[config.mk]
export PLATFORM = sky130hd
export DESIGN_NAME = fact_engine
export DESIGN_NICKNAME = d
export VERILOG_FILES = /design/src/rtl/fact_pkg.sv /design/src/rtl/fact_rst_sync.sv /design/src/rtl/fact_regif.sv /design/src/rtl/fact_core.sv /design/src/rtl/fact_engine.sv
export SDC_FILE = /design/constraint.sdc
export NUM_CORES = 1
export LEC_CHECK = 0
export BUFFER_PORTS_ARGS = -buffer_cell sky130_fd_sc_hd__clkbuf_2
export CAP_MARGIN = 20
export CORE_MARGIN = 2
export CORE_UTILIZATION = 35
export CTS_BUF_LIST = sky130_fd_sc_hd__clkbuf_4 sky130_fd_sc_hd__clkbuf_8 sky130_fd_sc_hd__clkbuf_16
export CTS_CLUSTER_DIAMETER = 60
export DETAILED_ROUTE_END_ITERATION = 10
export SETUP_SLACK_MARGIN = 0.15
export SLEW_MARGIN = 10
export SYNTH_ARGS = -nofsm -noshare
export SYNTH_HDL_FRONTEND = slang
export SYNTH_SLANG_ARGS = --single-unit
[constraint.sdc]
create_clock -name clk -period 2.9 [get_ports clk]
set_clock_uncertainty 0.05 [all_clocks]
set_input_delay 0.58 -clock clk [delete_from_list [all_inputs] [get_ports clk]]
set_output_delay 0.58 -clock clk [all_outputs]
set_load 0.02 [all_outputs]
[src/rtl/fact_pkg.sv]
package fact_pkg;
  localparam logic [7:0] OFF_VALUE  = 8'h08;
  localparam logic [7:0] OFF_STATUS = 8'h20;
  localparam logic [1:0] SZ_WORD    = 2'b10;
  localparam int         STAT_BUSY  = 0;
  localparam int         STAT_IE    = 7;

  typedef enum logic {
    ST_IDLE = 1'b0,
    ST_RUN  = 1'b1
  } fact_state_e;
endpackage

[src/rtl/fact_rst_sync.sv]
module fact_rst_sync (
  input  logic clk,
  input  logic rst_n,
  output logic rst_sn
);
  logic [1:0] sync_q;

  always_ff @(posedge clk or negedge rst_n) begin
    if (!rst_n) sync_q <= 2'b00;
    else        sync_q <= {sync_q[0], 1'b1};
  end

  assign rst_sn = sync_q[1];
endmodule

[src/rtl/fact_regif.sv]
module fact_regif
  import fact_pkg::*;
#(
  parameter int ADDR_W = 8,
  parameter int DATA_W = 32
) (
  input  logic              clk,
  input  logic              rst_n,
  input  logic              acc_wr,
  input  logic              acc_rd,
  input  logic [ADDR_W-1:0] acc_addr,
  input  logic [1:0]        acc_size,
  input  logic [DATA_W-1:0] acc_wdata,
  input  logic              busy,
  input  logic [DATA_W-1:0] value,
  output logic              start,
  output logic [DATA_W-1:0] operand,
  output logic              ie,
  output logic [DATA_W-1:0] rdata
);
  localparam logic [ADDR_W-1:0] A_VALUE  = ADDR_W'(OFF_VALUE);
  localparam logic [ADDR_W-1:0] A_STATUS = ADDR_W'(OFF_STATUS);

  logic              word_ok;
  logic              hit_value;
  logic              hit_status;
  logic              ie_en;
  logic              ie_d;
  logic              ie_q;
  logic              rd_en;
  logic [DATA_W-1:0] status_word;
  logic [DATA_W-1:0] rdata_d;
  logic [DATA_W-1:0] rdata_q;

  assign word_ok    = (acc_size == SZ_WORD);
  assign hit_value  = (acc_addr == A_VALUE);
  assign hit_status = (acc_addr == A_STATUS);

  // start request: only a 32-bit write to the value register while idle
  assign start   = acc_wr & word_ok & hit_value & ~busy;
  assign operand = acc_wdata;

  // interrupt enable next state
  assign ie_en = acc_wr & word_ok & hit_status;
  assign ie_d  = acc_wdata[STAT_IE];

  always_comb begin
    status_word            = '0;
    status_word[STAT_BUSY] = busy;
    status_word[STAT_IE]   = ie_q;
  end

  // read data next state
  assign rd_en = acc_rd;
  always_comb begin
    rdata_d = '1;
    if (word_ok) begin
      if (hit_value)       rdata_d = value;
      else if (hit_status) rdata_d = status_word;
      else                 rdata_d = '1;
    end
  end

  always_ff @(posedge clk or negedge rst_n) begin
    if (!rst_n) begin
      ie_q <= 1'b0;
    end else if (ie_en) begin
      ie_q <= ie_d;
    end
  end

  always_ff @(posedge clk or negedge rst_n) begin
    if (!rst_n) begin
      rdata_q <= '0;
    end else if (rd_en) begin
      rdata_q <= rdata_d;
    end
  end

  assign ie    = ie_q;
  assign rdata = rdata_q;
endmodule

[src/rtl/fact_core.sv]
module fact_core
  import fact_pkg::*;
#(
  parameter int DATA_W = 32
) (
  input  logic              clk,
  input  logic              rst_n,
  input  logic              start,
  input  logic [DATA_W-1:0] operand,
  output logic              busy,
  output logic [DATA_W-1:0] value,
  output logic              done
);
  localparam int PROD_W = 2 * DATA_W;

  fact_state_e       state_q, state_d;
  logic [DATA_W-1:0] cnt_q, cnt_d;
  logic [DATA_W-1:0] acc_q, acc_d;
  logic              done_q, done_d;
  logic              state_en;
  logic              cnt_en;
  logic              acc_en;
  logic              last;
  logic [PROD_W-1:0] prod;

  assign last = (cnt_q == '0);
  assign prod = {{DATA_W{1'b0}}, acc_q} * {{DATA_W{1'b0}}, cnt_q};

  // next-state logic
  always_comb begin
    state_d  = state_q;
    cnt_d    = cnt_q;
    acc_d    = acc_q;
    done_d   = 1'b0;
    state_en = 1'b0;
    cnt_en   = 1'b0;
    acc_en   = 1'b0;
    case (state_q)
      ST_IDLE: begin
        if (start) begin
          state_d  = ST_RUN;
          state_en = 1'b1;
          cnt_d    = operand;
          cnt_en   = 1'b1;
          acc_d    = DATA_W'(1);
          acc_en   = 1'b1;
        end
      end
      ST_RUN: begin
        if (last) begin
          state_d  = ST_IDLE;
          state_en = 1'b1;
          done_d   = 1'b1;
        end else begin
          acc_d  = prod[DATA_W-1:0];
          acc_en = 1'b1;
          cnt_d  = cnt_q - DATA_W'(1);
          cnt_en = 1'b1;
        end
      end
      default: begin
        state_d  = ST_IDLE;
        state_en = 1'b1;
      end
    endcase
  end

  // registers
  always_ff @(posedge clk or negedge rst_n) begin
    if (!rst_n)        state_q <= ST_IDLE;
    else if (state_en) state_q <= state_d;
  end

  always_ff @(posedge clk or negedge rst_n) begin
    if (!rst_n)      cnt_q <= '0;
    else if (cnt_en) cnt_q <= cnt_d;
  end

  always_ff @(posedge clk or negedge rst_n) begin
    if (!rst_n)      acc_q <= '0;
    else if (acc_en) acc_q <= acc_d;
  end

  always_ff @(posedge clk or negedge rst_n) begin
    if (!rst_n) done_q <= 1'b0;
    else        done_q <= done_d;
  end

  assign busy  = (state_q == ST_RUN);
  assign value = acc_q;
  assign done  = done_q;
endmodule

[src/rtl/fact_engine.sv]
module fact_engine
  import fact_pkg::*;
#(
  parameter int ADDR_W = 8,
  parameter int DATA_W = 32
) (
  input  logic              clk,
  input  logic              rst_n,
  input  logic              acc_wr,
  input  logic              acc_rd,
  input  logic [ADDR_W-1:0] acc_addr,
  input  logic [1:0]        acc_size,
  input  logic [DATA_W-1:0] acc_wdata,
  output logic [DATA_W-1:0] acc_rdata,
  output logic              irq_req
);
  logic              rst_sn;
  logic              start;
  logic [DATA_W-1:0] operand;
  logic              busy;
  logic [DATA_W-1:0] value;
  logic              done;
  logic              ie;

  fact_rst_sync u_rst (
    .clk    (clk),
    .rst_n  (rst_n),
    .rst_sn (rst_sn)
  );

  fact_regif #(
    .ADDR_W (ADDR_W),
    .DATA_W (DATA_W)
  ) u_regif (
    .clk       (clk),
    .rst_n     (rst_sn),
    .acc_wr    (acc_wr),
    .acc_rd    (acc_rd),
    .acc_addr  (acc_addr),
    .acc_size  (acc_size),
    .acc_wdata (acc_wdata),
    .busy      (busy),
    .value     (value),
    .start     (start),
    .operand   (operand),
    .ie        (ie),
    .rdata     (acc_rdata)
  );

  fact_core #(
    .DATA_W (DATA_W)
  ) u_core (
    .clk     (clk),
    .rst_n   (rst_sn),
    .start   (start),
    .operand (operand),
    .busy    (busy),
    .value   (value),
    .done    (done)
  );

  assign irq_req = done & ie;
endmodule

==> results_dict.tcl <==
set metrics [dict create \
    hold_viol_final 0 \
    async_flop_share 1.000 \
    yosysMostFrequentCell "fa_1" \
    ys_ff_latch 101 \
    num_io_pins 79 \
    drt_wl_total_um 65390 \
    cts-buffers-inserted 9 \
    dp_hpwl_um 53530 \
    multi_input_area_um2 17080 \
    crit_path_top_delay_cell "fa_1" \
    n_antenna_cell 0 \
    syn_nets 2825 \
    start_util 0.3539 \
    finalWeightedCongestion 0.9136 \
    die_x_um 245.3 \
    dp_slack_ns -4.041 \
    yosysTopAreaCell "fa_1" \
    crit_family "adder cells" \
    grt_antenna_before_repair 3 \
    finalWorstSetupSlack_ns -3.854 \
    cts_sinks 101 \
    fp-row-count 88 \
    synth-edff-count 0 \
    grt_max_degree 43 \
    crit_top_cell "fa_1" \
    violations "setup timing" \
    area_delta_synth_final_pct 29.48 \
    num-fill-cells 5474 \
    slew_violations 0 \
    grt_use_total 0.2207 \
    synth_commonest_cells "fa_1, inv_1, nand2_1" \
    cp.required_ns 3.15 \
    drt_iter0_drc 1060 \
    drv_cap 0 \
    setup_viol 66 \
    synth_flop_cell "dfrtp_1" \
    clock_path_buffers 2 \
    period_share 2.329 \
    min_period_ns 6.754 \
    yosysWarnings 0 \
    port_buffers 78 \
    cts_root_buf "clkbuf_16" \
    seqCellArea_um2 2560 \
    core_area_um2 57590 \
    die-area_um2 60180 \
    crit_chain "buf_12 > and2_4 > fa_1 > inv_1 > fa_1 > fa_1 > inv_2 > fa_1 > ha_1 > ha_1 > inv_1 > fa_1 > inv_1 > fa_2 > ha_4 > a2111oi_4 > o21ai_2 > a21oi_4 > a211oi_2 > o311a_1 > or3_1 > a32o_1" \
    grt_pass1_wl_um 100700 \
    rsz0062_at_grt "yes" \
    die_height_um 245.3 \
    wl_per_cell_um 19.51 \
    final_nets 3159 \
    grt_remaining_overflow 0 \
    syn_area_per_cell_um2 9.070 \
    worst_pin_slew_ns 0.8077 \
    crit_path_end_kind "flip-flop" \
    grt_pass1_vias 18050 \
    fmax_mhz 148.1 \
    dr.pass1.iters 5 \
    ys_types 68 \
    ctsHtreeMaxLevel 3 \
    postRouteAntennaNets 0 \
    cp.arrival_ns 7.00 \
    hold_path.class "reg2reg" \
    path_buf_inv 5 \
    vias 16520 \
    crit_type "reg2reg" \
    postSynthCellCount 2247 \
    layout-drive-gt1-share 0.2804 \
    start_kind "flip-flop" \
    path_clk_slew_ns 0.10 \
    synth_top_area_share 0.4008 \
    cp_num_cells 22 \
    clk_latency_ns 0.40 \
    drc 0 \
    synth-seq-area-share 0.1240 \
    synth_area_leaders "fa_1, dfrtp_1, and2_1" \
    netlist_area_um2 20380 \
    hold_depth 0 \
    relSlewSlack 0.4616 \
    status "finished with violations" \
    crit_fanout 14 \
    worst_path_largest_cell_delay_ns 0.55 \
    cts_tree "done" \
    ff2ff_path_depth 22 \
    vias_per_cell 4.931 \
]
## cells by family (layout without fill, tap and decap cells)
group           after synthesis  count (layout)  synth area share
simple gates                776             776            0.1938
buf+inv                     539             878            0.1004
fa+ha+maj                   532             532            0.4769
compound gates              212             212           0.06655
flops                       101             101            0.1240
xor+xnor                     80              80           0.03505
mux                           6               6          0.003131
other cells                   1               1         0.0001840
## metal layers
layer / vias up / share of wire / global-route usage
li1: 7461 / - / -
met1: 8483 / 0.40 / 0.2719
met2: 453 / 0.50 / 0.3810
met3: 125 / 0.058 / 0.04093
met4: 2 / 0.042 / 0.08788
met5: - / 0.00018 / 0
## layout make-up
cell class	count	share of cell area
clock buffer	9	0.008534
sequential	101	0.09701
timing repair buffer	467	0.1516
clock inverter	7	0.002466
multi-input combinational	1607	0.6471
inverter	395	0.05704
tap	765	0.03627
## stage by stage
stage / instances / TNS (ns) / hold slack [ns] / instance area, um^2 / utilization
after floorplan: 2247 / -77.07 / 0.2344 / 21220 / -
after global placement: 3272 / -113.64 / 0.2898 / 24430 / 0.4242
after detailed placement: 3272 / -114.81 / 0.2888 / 24430 / 0.4242
after CTS: 3324 / -107.62 / 0.3136 / 25680 / 0.4460
after global routing: 3351 / -118.06 / 0.3270 / 26390 / 0.4583
final: 3351 / -110.70 / 0.3110 / 26390 / 0.4583
## cell usage in the layout (no fill, tap or decap), types with 9 or more instances in the layout
cell / Yosys / final
clkbuf_2: 1 / 79
a21o_1: 16 / 16
o21ai_0: 45 / 9
o21ai_1: 0 / 27
a21oi_1: 74 / 52
ha_1: 124 / 86
xor2_1: 20 / 18
nor2_1: 58 / 50
fa_1: 408 / 389
fa_2: 0 / 19
inv_1: 393 / 378
inv_2: 2 / 12
dfrtp_2: 0 / 23
buf_4: 2 / 283
and2_1: 311 / 290
xnor2_1: 59 / 51
a21oi_2: 0 / 17
ha_4: 0 / 37
buf_12: 0 / 26
buf_6: 1 / 70
dfrtp_1: 101 / 77
nand3_1: 15 / 9
and2_4: 0 / 21
nand2_1: 313 / 302
clkbuf_16: 0 / 12
## path summary, 6_finish.rpt
kind	endpoint	from	slack [ns]
min reg2reg	u_rst.sync_q[1]	u_rst.sync_q[0]	0.31
max reg2reg	u_core.value[26]	u_core.cnt_q[2]	-3.85
max	u_core.value[26]	u_core.cnt_q[2]	-3.85
min	u_rst.sync_q[1]	u_rst.sync_q[0]	0.31
min in group asynchronous	u_core.cnt_q[21]	u_rst.sync_q[1]	0.36
max in group asynchronous	u_regif.rdata[26]	u_rst.sync_q[1]	1.64
## registers in the layout (all words and copies together), names as in the netlist
| name | flops |
|---|---|
| u_core.cnt_q | 32 |
| u_core.value | 32 |
| u_regif.rdata | 32 |
| u_rst.sync_q | 2 |
| u_core.busy | 1 |
| u_core.done | 1 |
| u_regif.ie | 1 |
## repair_timing
action | CTS | global route
endpoints found under the hold margin | 2 | 0
pin swaps | 75 | 80
gates cloned | 1 | 3
endpoints found under the setup margin | 66 | 66
hold buffers | 1 | 0
gates resized for setup | 167 | 105
buffers inserted | 34 | 24
Power is left out: the tool's default activity adds up to more than one toggle a clock period on the data nets, which glitch-free logic cannot reach.
